**src/rtl/irq_entry_pkg.sv**
```systemverilog
package irq_entry_pkg;
  localparam int BYTE_W = 8;
  localparam int PC_W   = 2 * BYTE_W;
  localparam int ADDR_W = PC_W + BYTE_W;

  typedef enum logic [2:0] {
    CAUSE_RESET = 3'd0,
    CAUSE_ABORT = 3'd1,
    CAUSE_NMI   = 3'd2,
    CAUSE_IRQ   = 3'd3,
    CAUSE_COP   = 3'd4,
    CAUSE_BRK   = 3'd5
  } cause_e;

  typedef enum logic [1:0] {
    ST_IDLE = 2'd0,
    ST_PUSH = 2'd1,
    ST_VLO  = 2'd2,
    ST_VHI  = 2'd3
  } state_e;

  function automatic logic [PC_W-1:0] vec_addr(cause_e c, logic emu);
    logic [PC_W-1:0] v;
    case (c)
      CAUSE_RESET: v = 16'hFFFC;
      CAUSE_ABORT: v = emu ? 16'hFFF8 : 16'hFFE8;
      CAUSE_NMI:   v = emu ? 16'hFFFA : 16'hFFEA;
      CAUSE_IRQ:   v = emu ? 16'hFFFE : 16'hFFEE;
      CAUSE_COP:   v = emu ? 16'hFFF4 : 16'hFFE4;
      default:     v = emu ? 16'hFFFE : 16'hFFE6;
    endcase
    return v;
  endfunction
endpackage

```
**src/rtl/irq_entry_req.sv**
```systemverilog
module irq_entry_req
  import irq_entry_pkg::*;
#(
  parameter int RES_HOLD = 2
) (
  input  logic   clk_i,
  input  logic   rst_ni,
  input  logic   res_ni,
  input  logic   abort_ni,
  input  logic   nmi_ni,
  input  logic   irq_ni,
  input  logic   i_flag_i,
  input  logic   cop_i,
  input  logic   brk_i,
  input  logic   ready_i,
  output logic   take_o,
  output cause_e cause_o,
  output logic   hold_o
);
  localparam int CNT_W = $clog2(RES_HOLD + 1);

  logic [CNT_W-1:0] res_cnt_q;
  logic             nmi_q, nmi_pend_q;
  logic             res_armed, nmi_edge, nmi_req;

  assign res_armed = (res_cnt_q >= CNT_W'(RES_HOLD));
  assign nmi_edge  = nmi_q & ~nmi_ni;
  assign nmi_req   = nmi_pend_q | nmi_edge;
  assign hold_o    = ~res_ni;

  always_comb begin
    take_o  = 1'b0;
    cause_o = CAUSE_IRQ;
    if (res_ni && ready_i) begin
      take_o = 1'b1;
      if (res_armed)                  cause_o = CAUSE_RESET;
      else if (!abort_ni)             cause_o = CAUSE_ABORT;
      else if (nmi_req)               cause_o = CAUSE_NMI;
      else if (!irq_ni && !i_flag_i)  cause_o = CAUSE_IRQ;
      else if (cop_i)                 cause_o = CAUSE_COP;
      else if (brk_i)                 cause_o = CAUSE_BRK;
      else                            take_o  = 1'b0;
    end
  end

  always_ff @(posedge clk_i or negedge rst_ni) begin
    if (!rst_ni) begin
      res_cnt_q  <= '0;
      nmi_q      <= 1'b1;
      nmi_pend_q <= 1'b0;
    end else begin
      nmi_q <= nmi_ni;
      if (res_ni)         res_cnt_q <= '0;
      else if (!res_armed) res_cnt_q <= res_cnt_q + 1'b1;
      if (!res_ni) nmi_pend_q <= 1'b0;
      else         nmi_pend_q <= nmi_req & ~(take_o && cause_o == CAUSE_NMI);
    end
  end

  AST_IRQ_MASKED: assert property (@(posedge clk_i) disable iff (!rst_ni)
    (take_o && cause_o == CAUSE_IRQ) |-> !i_flag_i);
  AST_NMI_KEPT: assert property (@(posedge clk_i) disable iff (!rst_ni)
    (nmi_pend_q && res_ni && !(take_o && cause_o == CAUSE_NMI)) |=> nmi_pend_q);
  AST_RES_HELD: assert property (@(posedge clk_i) disable iff (!rst_ni)
    (take_o && cause_o == CAUSE_RESET) |-> (!$past(res_ni) && res_ni));
endmodule

```
**src/rtl/irq_entry_fsm.sv**
```systemverilog
module irq_entry_fsm
  import irq_entry_pkg::*;
(
  input  logic              clk_i,
  input  logic              rst_ni,
  input  logic              hold_i,
  input  logic              take_i,
  input  cause_e            cause_i,
  input  logic              emu_i,
  input  logic              i_flag_i,
  input  logic [BYTE_W-1:0] pbr_i,
  input  logic [PC_W-1:0]   pc_i,
  input  logic [BYTE_W-1:0] p_i,
  input  logic [PC_W-1:0]   sp_i,
  input  logic [BYTE_W-1:0] rdata_i,
  output logic              ready_o,
  output logic [ADDR_W-1:0] addr_o,
  output logic [BYTE_W-1:0] wdata_o,
  output logic              rw_o,
  output logic              vp_no,
  output logic              bus_valid_o,
  output logic [PC_W-1:0]   sp_o,
  output logic [PC_W-1:0]   pc_o,
  output cause_e            cause_o,
  output logic              done_o,
  output logic              i_flag_o
);
  state_e            state_q;
  cause_e            cause_q;
  logic [1:0]        step_q, last_q, idx;
  logic              emu_q, done_q, iflag_q;
  logic [BYTE_W-1:0] pbr_q, p_q, vlo_q;
  logic [PC_W-1:0]   ret_q, sp_q, vec_q, pc_new_q;
  logic              take_emu;

  assign take_emu = (cause_i == CAUSE_RESET) ? 1'b1 : emu_i;
  assign idx      = step_q + {1'b0, emu_q};

  always_ff @(posedge clk_i or negedge rst_ni) begin
    if (!rst_ni) begin
      state_q  <= ST_IDLE;
      cause_q  <= CAUSE_RESET;
      step_q   <= '0;
      last_q   <= '0;
      emu_q    <= 1'b1;
      done_q   <= 1'b0;
      iflag_q  <= 1'b1;
      pbr_q    <= '0;
      p_q      <= '0;
      vlo_q    <= '0;
      ret_q    <= '0;
      sp_q     <= '0;
      vec_q    <= '0;
      pc_new_q <= '0;
    end else begin
      iflag_q <= (state_q == ST_VHI && !hold_i) ? 1'b1 : i_flag_i;
      if (hold_i) begin
        state_q <= ST_IDLE;
        done_q  <= 1'b0;
      end else begin
        case (state_q)
          ST_IDLE: begin
            done_q <= 1'b0;
            if (take_i) begin
              cause_q <= cause_i;
              emu_q   <= take_emu;
              pbr_q   <= pbr_i;
              ret_q   <= pc_i;
              p_q     <= p_i;
              sp_q    <= sp_i;
              vec_q   <= vec_addr(cause_i, take_emu);
              step_q  <= '0;
              last_q  <= take_emu ? 2'd2 : 2'd3;
              state_q <= (cause_i == CAUSE_RESET) ? ST_VLO : ST_PUSH;
            end
          end
          ST_PUSH: begin
            sp_q   <= sp_q - 1'b1;
            step_q <= step_q + 1'b1;
            if (step_q == last_q) state_q <= ST_VLO;
          end
          ST_VLO: begin
            vlo_q   <= rdata_i;
            state_q <= ST_VHI;
          end
          default: begin
            pc_new_q <= {rdata_i, vlo_q};
            done_q   <= 1'b1;
            state_q  <= ST_IDLE;
          end
        endcase
      end
    end
  end

  always_comb begin
    addr_o      = '0;
    wdata_o     = '0;
    rw_o        = 1'b1;
    vp_no       = 1'b1;
    bus_valid_o = 1'b1;
    case (state_q)
      ST_PUSH: begin
        addr_o = {{BYTE_W{1'b0}}, sp_q};
        rw_o   = 1'b0;
        case (idx)
          2'd0:    wdata_o = pbr_q;
          2'd1:    wdata_o = ret_q[PC_W-1:BYTE_W];
          2'd2:    wdata_o = ret_q[BYTE_W-1:0];
          default: wdata_o = p_q;
        endcase
      end
      ST_VLO: begin
        addr_o = {{BYTE_W{1'b0}}, vec_q};
        vp_no  = 1'b0;
      end
      ST_VHI: begin
        addr_o = {{BYTE_W{1'b0}}, vec_q | {{(PC_W-1){1'b0}}, 1'b1}};
        vp_no  = 1'b0;
      end
      default: bus_valid_o = 1'b0;
    endcase
  end

  assign ready_o  = (state_q == ST_IDLE) && !done_q;
  assign sp_o     = sp_q;
  assign pc_o     = pc_new_q;
  assign cause_o  = cause_q;
  assign done_o   = done_q;
  assign i_flag_o = iflag_q;

  AST_NO_TAKE_DONE: assert property (@(posedge clk_i) disable iff (!rst_ni)
    done_q |-> !take_i);
  AST_SP_STEP: assert property (@(posedge clk_i) disable iff (!rst_ni)
    (state_q == ST_PUSH && !hold_i) |=> (sp_q == $past(sp_q) - 1'b1));
  AST_WRITE_BANK0: assert property (@(posedge clk_i) disable iff (!rst_ni)
    (bus_valid_o && !rw_o) |-> (addr_o[ADDR_W-1:PC_W] == '0));
  AST_VP_WINDOW: assert property (@(posedge clk_i) disable iff (!rst_ni)
    !vp_no |-> (rw_o && addr_o[ADDR_W-1:PC_W] == '0 && addr_o[PC_W-1:5] == 11'h7FF));
  AST_VLO_VHI: assert property (@(posedge clk_i) disable iff (!rst_ni)
    (state_q == ST_VLO && !hold_i) |=> (state_q == ST_VHI));
  AST_DONE_ONE: assert property (@(posedge clk_i) disable iff (!rst_ni)
    done_o |=> !done_o);
  AST_DONE_IFLAG: assert property (@(posedge clk_i) disable iff (!rst_ni)
    done_o |-> (i_flag_o && vp_no));
endmodule

```
**src/rtl/irq_entry_seq.sv**
```systemverilog
module irq_entry_seq
  import irq_entry_pkg::*;
#(
  parameter int RES_HOLD = 2
) (
  input  logic        clk_i,
  input  logic        rst_ni,
  input  logic        res_ni,
  input  logic        abort_ni,
  input  logic        nmi_ni,
  input  logic        irq_ni,
  input  logic        i_flag_i,
  input  logic        emu_i,
  input  logic        cop_i,
  input  logic        brk_i,
  input  logic [7:0]  pbr_i,
  input  logic [15:0] pc_i,
  input  logic [7:0]  p_i,
  input  logic [15:0] sp_i,
  input  logic [7:0]  rdata_i,
  output logic [23:0] addr_o,
  output logic [7:0]  wdata_o,
  output logic        rw_o,
  output logic        vp_no,
  output logic        bus_valid_o,
  output logic [15:0] sp_o,
  output logic [15:0] pc_o,
  output logic [2:0]  cause_o,
  output logic        done_o,
  output logic        i_flag_o
);
  logic   ready, take, hold;
  cause_e take_cause, done_cause;

  irq_entry_req #(.RES_HOLD(RES_HOLD)) u_req (
    .clk_i    (clk_i),
    .rst_ni   (rst_ni),
    .res_ni   (res_ni),
    .abort_ni (abort_ni),
    .nmi_ni   (nmi_ni),
    .irq_ni   (irq_ni),
    .i_flag_i (i_flag_i),
    .cop_i    (cop_i),
    .brk_i    (brk_i),
    .ready_i  (ready),
    .take_o   (take),
    .cause_o  (take_cause),
    .hold_o   (hold)
  );

  irq_entry_fsm u_fsm (
    .clk_i       (clk_i),
    .rst_ni      (rst_ni),
    .hold_i      (hold),
    .take_i      (take),
    .cause_i     (take_cause),
    .emu_i       (emu_i),
    .i_flag_i    (i_flag_i),
    .pbr_i       (pbr_i),
    .pc_i        (pc_i),
    .p_i         (p_i),
    .sp_i        (sp_i),
    .rdata_i     (rdata_i),
    .ready_o     (ready),
    .addr_o      (addr_o),
    .wdata_o     (wdata_o),
    .rw_o        (rw_o),
    .vp_no       (vp_no),
    .bus_valid_o (bus_valid_o),
    .sp_o        (sp_o),
    .pc_o        (pc_o),
    .cause_o     (done_cause),
    .done_o      (done_o),
    .i_flag_o    (i_flag_o)
  );

  assign cause_o = done_cause;

  AST_HOLD_IDLE: assert property (@(posedge clk_i) disable iff (!rst_ni)
    !res_ni |=> !bus_valid_o);
endmodule

```
**config.mk**
```make
export PLATFORM = sky130hd
export DESIGN_NAME = irq_entry_seq
export DESIGN_NICKNAME = d
export VERILOG_FILES = /design/src/rtl/irq_entry_pkg.sv /design/src/rtl/irq_entry_req.sv /design/src/rtl/irq_entry_fsm.sv /design/src/rtl/irq_entry_seq.sv
export SDC_FILE = /design/constraint.sdc
export NUM_CORES = 1
export LEC_CHECK = 0
export CAP_MARGIN = 40
export CORE_ASPECT_RATIO = 1.25
export CORE_MARGIN = 3
export CORE_UTILIZATION = 25
export CTS_BUF_LIST = sky130_fd_sc_hd__clkbuf_4 sky130_fd_sc_hd__clkbuf_8
export CTS_CLUSTER_SIZE = 30
export DETAILED_ROUTE_END_ITERATION = 10
export DONT_BUFFER_PORTS = 1
export RECOVER_POWER = 100
export SLEW_MARGIN = 20
export SYNTH_ARGS = -nofsm -noshare
export SYNTH_HDL_FRONTEND = slang
export SYNTH_SLANG_ARGS = --single-unit
```
**constraint.sdc**
```tcl
create_clock -name clk_i -period 2.4 [get_ports clk_i]
set_clock_uncertainty 0.2 [all_clocks]
set_input_delay 0.48 -clock clk_i [delete_from_list [all_inputs] [get_ports clk_i]]
set_output_delay 0.48 -clock clk_i [all_outputs]
set_load 0.005 [all_outputs]
```
==> flow_metrics.py <==
metrics = {
    "power": {
        "pwr_density_cell_nw_per_um2": 1270,
        "total_power_mw": 7.69,
        "clock_group_share_of_total_power_pct": 14.3,
        "p_comb_share_pct": 48.3,
        "total_switching_power_mw": 3.20,
        "leakage_nw": 2.61,
        "pwr-share-seq_pct": 37.3,
        "cellInternalPower_mw": 4.49,
        "switching_fraction_pct": 41.6,
        "irDropWorstVdd_uv": 412,
    },
    "floorplan": {
        "die_h_microns": 162,
        "floorplan.initialDensity_pct": 25.7,
        "placeableCoreArea_sq_um": 19000,
        "row_count": 56,
        "die_width_microns": 131,
        "design.die.area_sq_um": 21300,
        "ios": 138,
    },
    "synth": {
        "synth-warning-count": 0,
        "synth_edf_count": 0,
        "netlist_top_cells_count": "sky130_fd_sc_hd__nand2_1 (127), sky130_fd_sc_hd__dfrtp_1 (89), sky130_fd_sc_hd__nor2_1 (26)",
        "synth_sequential_area_ratio_pct": 47.2,
        "netlist_area_pre_place_sq_um": 4890,
        "synth_area_leaders": "sky130_fd_sc_hd__dfrtp_1 (46%), sky130_fd_sc_hd__nand2_1 (9.8%), sky130_fd_sc_hd__mux2_2 (5.5%)",
        "yosys_register_bits": 92,
        "yosys.area.top_type_share_pct": 45.6,
        "ys_async_sr_fraction_pct": 100,
        "syn_inst": 499,
        "synth.largest_area_cell": "sky130_fd_sc_hd__dfrtp_1",
        "avgSynthCellArea_sq_um": 9.80,
        "post-synth-top-count-cell": "sky130_fd_sc_hd__nand2_1",
        "synth-main-ff-cell": "sky130_fd_sc_hd__dfrtp_1",
        "post_synth_num_cell_types": 69,
    },
    "global_route": {
        "grt_max_degree": 93,
        "gr-total-overflow": 0,
        "grt_pass1_wl_microns": 22500,
        "antenna_violations_before_repair": 0,
        "first_global_vias": 4002,
        "globalRouteTotalUtil_pct": 13.5,
    },
    "cts": {
        "cts_buffers": 9,
        "tritoncts": "built",
        "cts.hold.buffers_added": 31,
        "cts_sinks": 92,
        "clock_tree.htree_level_count": 3,
        "clockBufferDepth": 2,
        "path_clk_slew_ps": 110,
        "clkLatencyLatePin_ps": 380,
        "clock_tree.root_cell": "sky130_fd_sc_hd__clkbuf_8",
    },
    "worst_setup_path": {
        "cp_top_family": "flip-flops",
        "cp.arrival_ps": 2030,
        "slowest_delay_ps": 570,
        "worst_path_max_delay_cell": "sky130_fd_sc_hd__dfstp_2",
        "worst-setup-path-type": "reg2out",
        "startpoint_type_of_the_worst_setup_path": "flip-flop",
        "crit_path_max_fanout": 5,
        "timing.critical_path.to_type": "output pin",
        "worstPathRequired_ps": 1720,
        "timing.critical_path.cells": "ha_4 -> xnor2_4 -> buf_12 -> mux4_2 -> and2_4",
        "timing.critical_path.buf_inv": 1,
    },
    "sta": {
        "worst_slew_pin_slew_ps": 629,
        "setup_total_negative_slack_ps": -4560,
        "final-hold-violation-count": 92,
        "min_period_ps": 2710,
        "grt_setup_unrepaired": "true",
        "slew_headroom_pct": 57.9,
        "max_freq_mhz": 369,
        "postLayoutSetupSlackWorst_ps": -310,
        "setup_viol_count_final": 41,
        "final_max_slew_viol_count": 0,
        "finalHoldWorstSlack_ps": -412,
        "finalCritPeriodShare_pct": 113,
    },
    "cells_and_area": {
        "area_delta_synth_final_pct": 24.0,
        "layout.nets": 627,
        "drive_gt1_share_pct": 22.6,
        "final_cell_area_sq_um": 6060,
        "diodes": 0,
    },
    "routing": {
        "dr.pass1.iters": 4,
        "drt_iter0_drc": 198,
        "route.detailed.vias_per_inst": 4.77,
        "avgRoutedWirePerCell_microns": 17.7,
        "drt.antenna.violating_nets": 0,
        "vias": 3909,
        "routed_wirelength_microns": 14500,
        "detail_route.drc_violations": 0,
    },
    "place": {
        "dp_slack_ps": -119,
        "detailed_place_hpwl_microns": 9760,
        "placed_area_sq_um": 5290,
        "place_congestion": 0.751,
        "buffer_ports.inserted": 0,
    },
    "job": {
        "max_cap_violations": 0,
    },
    "run_status": {
        "violations_in_the_final_reports": "negative hold slack, negative setup slack",
        "outcome": "finished with violations",
    },
    "min_path": {
        "hold_path_class": "in2async",
    },
}
per-stage QoR:
step           utilization [%]  hold WS, ps  instances
2_1_floorplan                -        -15.6        506
3_3_place_gp              27.9        -11.5        759
3_5_place_dp              27.9        -11.6        759
4_1_cts                   31.5         -449        813
5_1_grt                   31.9         -453        819
6_report                  31.9         -412        819
worst reg2reg max path, cell delays in order, from the launching register on:
cell and delay, ps:
sky130_fd_sc_hd__dfrtp_1 380, sky130_fd_sc_hd__inv_1 50, sky130_fd_sc_hd__ha_1 210, sky130_fd_sc_hd__nor2_1 510, sky130_fd_sc_hd__and3_1 330, sky130_fd_sc_hd__clkbuf_1 240, sky130_fd_sc_hd__a21oi_1 110, sky130_fd_sc_hd__o21ai_1 210
sky130_fd_sc_hd__mux2i_1 220
final timing paths:
path	from	end	slack (ps)	cells past startpoint
worst max register to register	u_req.res_cnt_q[0]	u_fsm.state_q[1]	-140	8
worst min-delay path	rst_ni	u_fsm.cause_o[2]	-410	0
max in group asynchronous	rst_ni	u_fsm.emu_q	2190	0
worst max-delay path	u_fsm.emu_q	wdata_o[5]	-310	5
min in group clk_i	p_i[5]	u_fsm.p_q[5]	30	2
worst min register to register	u_fsm.pbr_q[0]	u_fsm.pbr_q[0]	280	2
power by group through the flow:
stage               sequential, mW  clock [mW]  combinational (mW)
CTS                           2.89        1.17                3.59
finish                        2.87        1.10                3.72
floorplan                     2.73           0                2.38
global route                  2.98        1.22                4.10
global placement              2.89           0                3.18
detailed placement            2.91           0                3.24
final cells by class:
type	count	area, sq um
Fill cell	1942	12900
Multi-Input combinational cell	366	2430
Sequential cell	92	2310
Timing Repair Buffer	73	736
Tap cell	261	327
Clock buffer	9	124
Clock inverter	7	86.3
Inverter	11	48.8
flip-flops by register name (all words and copies together) (netlist names):
register,flops
u_fsm.p_q,8
u_fsm.state_q,2
u_fsm.i_flag_o,1
u_fsm.emu_q,1
u_fsm.vlo_q,8
u_fsm.last_q,1
u_req.nmi_q,1
u_fsm.step_q,2
u_fsm.sp_o,16
u_req.res_cnt_q,2
u_fsm.pbr_q,8
u_fsm.vec_q,5
u_fsm.ret_q,16
u_req.nmi_pend_q,1
u_fsm.done_o,1
u_fsm.cause_o,3
u_fsm.pc_o,16
layer usage:
metal	routed length, microns	global-route usage, %
met5	0	0
met4	340	4.91
met3	725	3.54
met2	7600	23.2
met1	5820	16.2
repair_timing:
item,CTS,global route
cloned,2,3
setup endpoints to repair,24,26
pin swaps,4,6
resized for setup,19,18
endpoints found under the hold margin,125,92
buffers inserted,5,3
kinds of logic after synthesis:
kind of cell / synth area share (%)
adders and majority gates: 2.05
and+or+nand+nor: 20.7
buffers and inverters: 5.84
muxes: 9.42
DFF: 47.2
AOI/OAI and AO/OA: 13.6
xor gates and xnor gates: 1.10
other: 0.0767
layout by cell type (no fill, tap or decap), drive strengths merged, types with 4 or more instances in the layout:
cell type | Yosys | routed
clkbuf | 16 | 21
a21oi | 25 | 25
ha | 8 | 8
nor2 | 27 | 27
o32a | 5 | 5
or3 | 4 | 4
a22oi | 6 | 6
inv | 11 | 15
o221a | 4 | 4
mux2 | 24 | 24
conb | 1 | 8
and3 | 6 | 6
buf | 22 | 29
dfrtp | 89 | 89
nand2 | 127 | 128
and2 | 9 | 9
mux4 | 8 | 8
nand2b | 6 | 6
nor3 | 5 | 5
xnor2 | 4 | 4
dlygate4sd3 | 0 | 31
nand3 | 18 | 18
o21ai | 18 | 18
No activity file was read; power rests on OpenSTA's default activity.
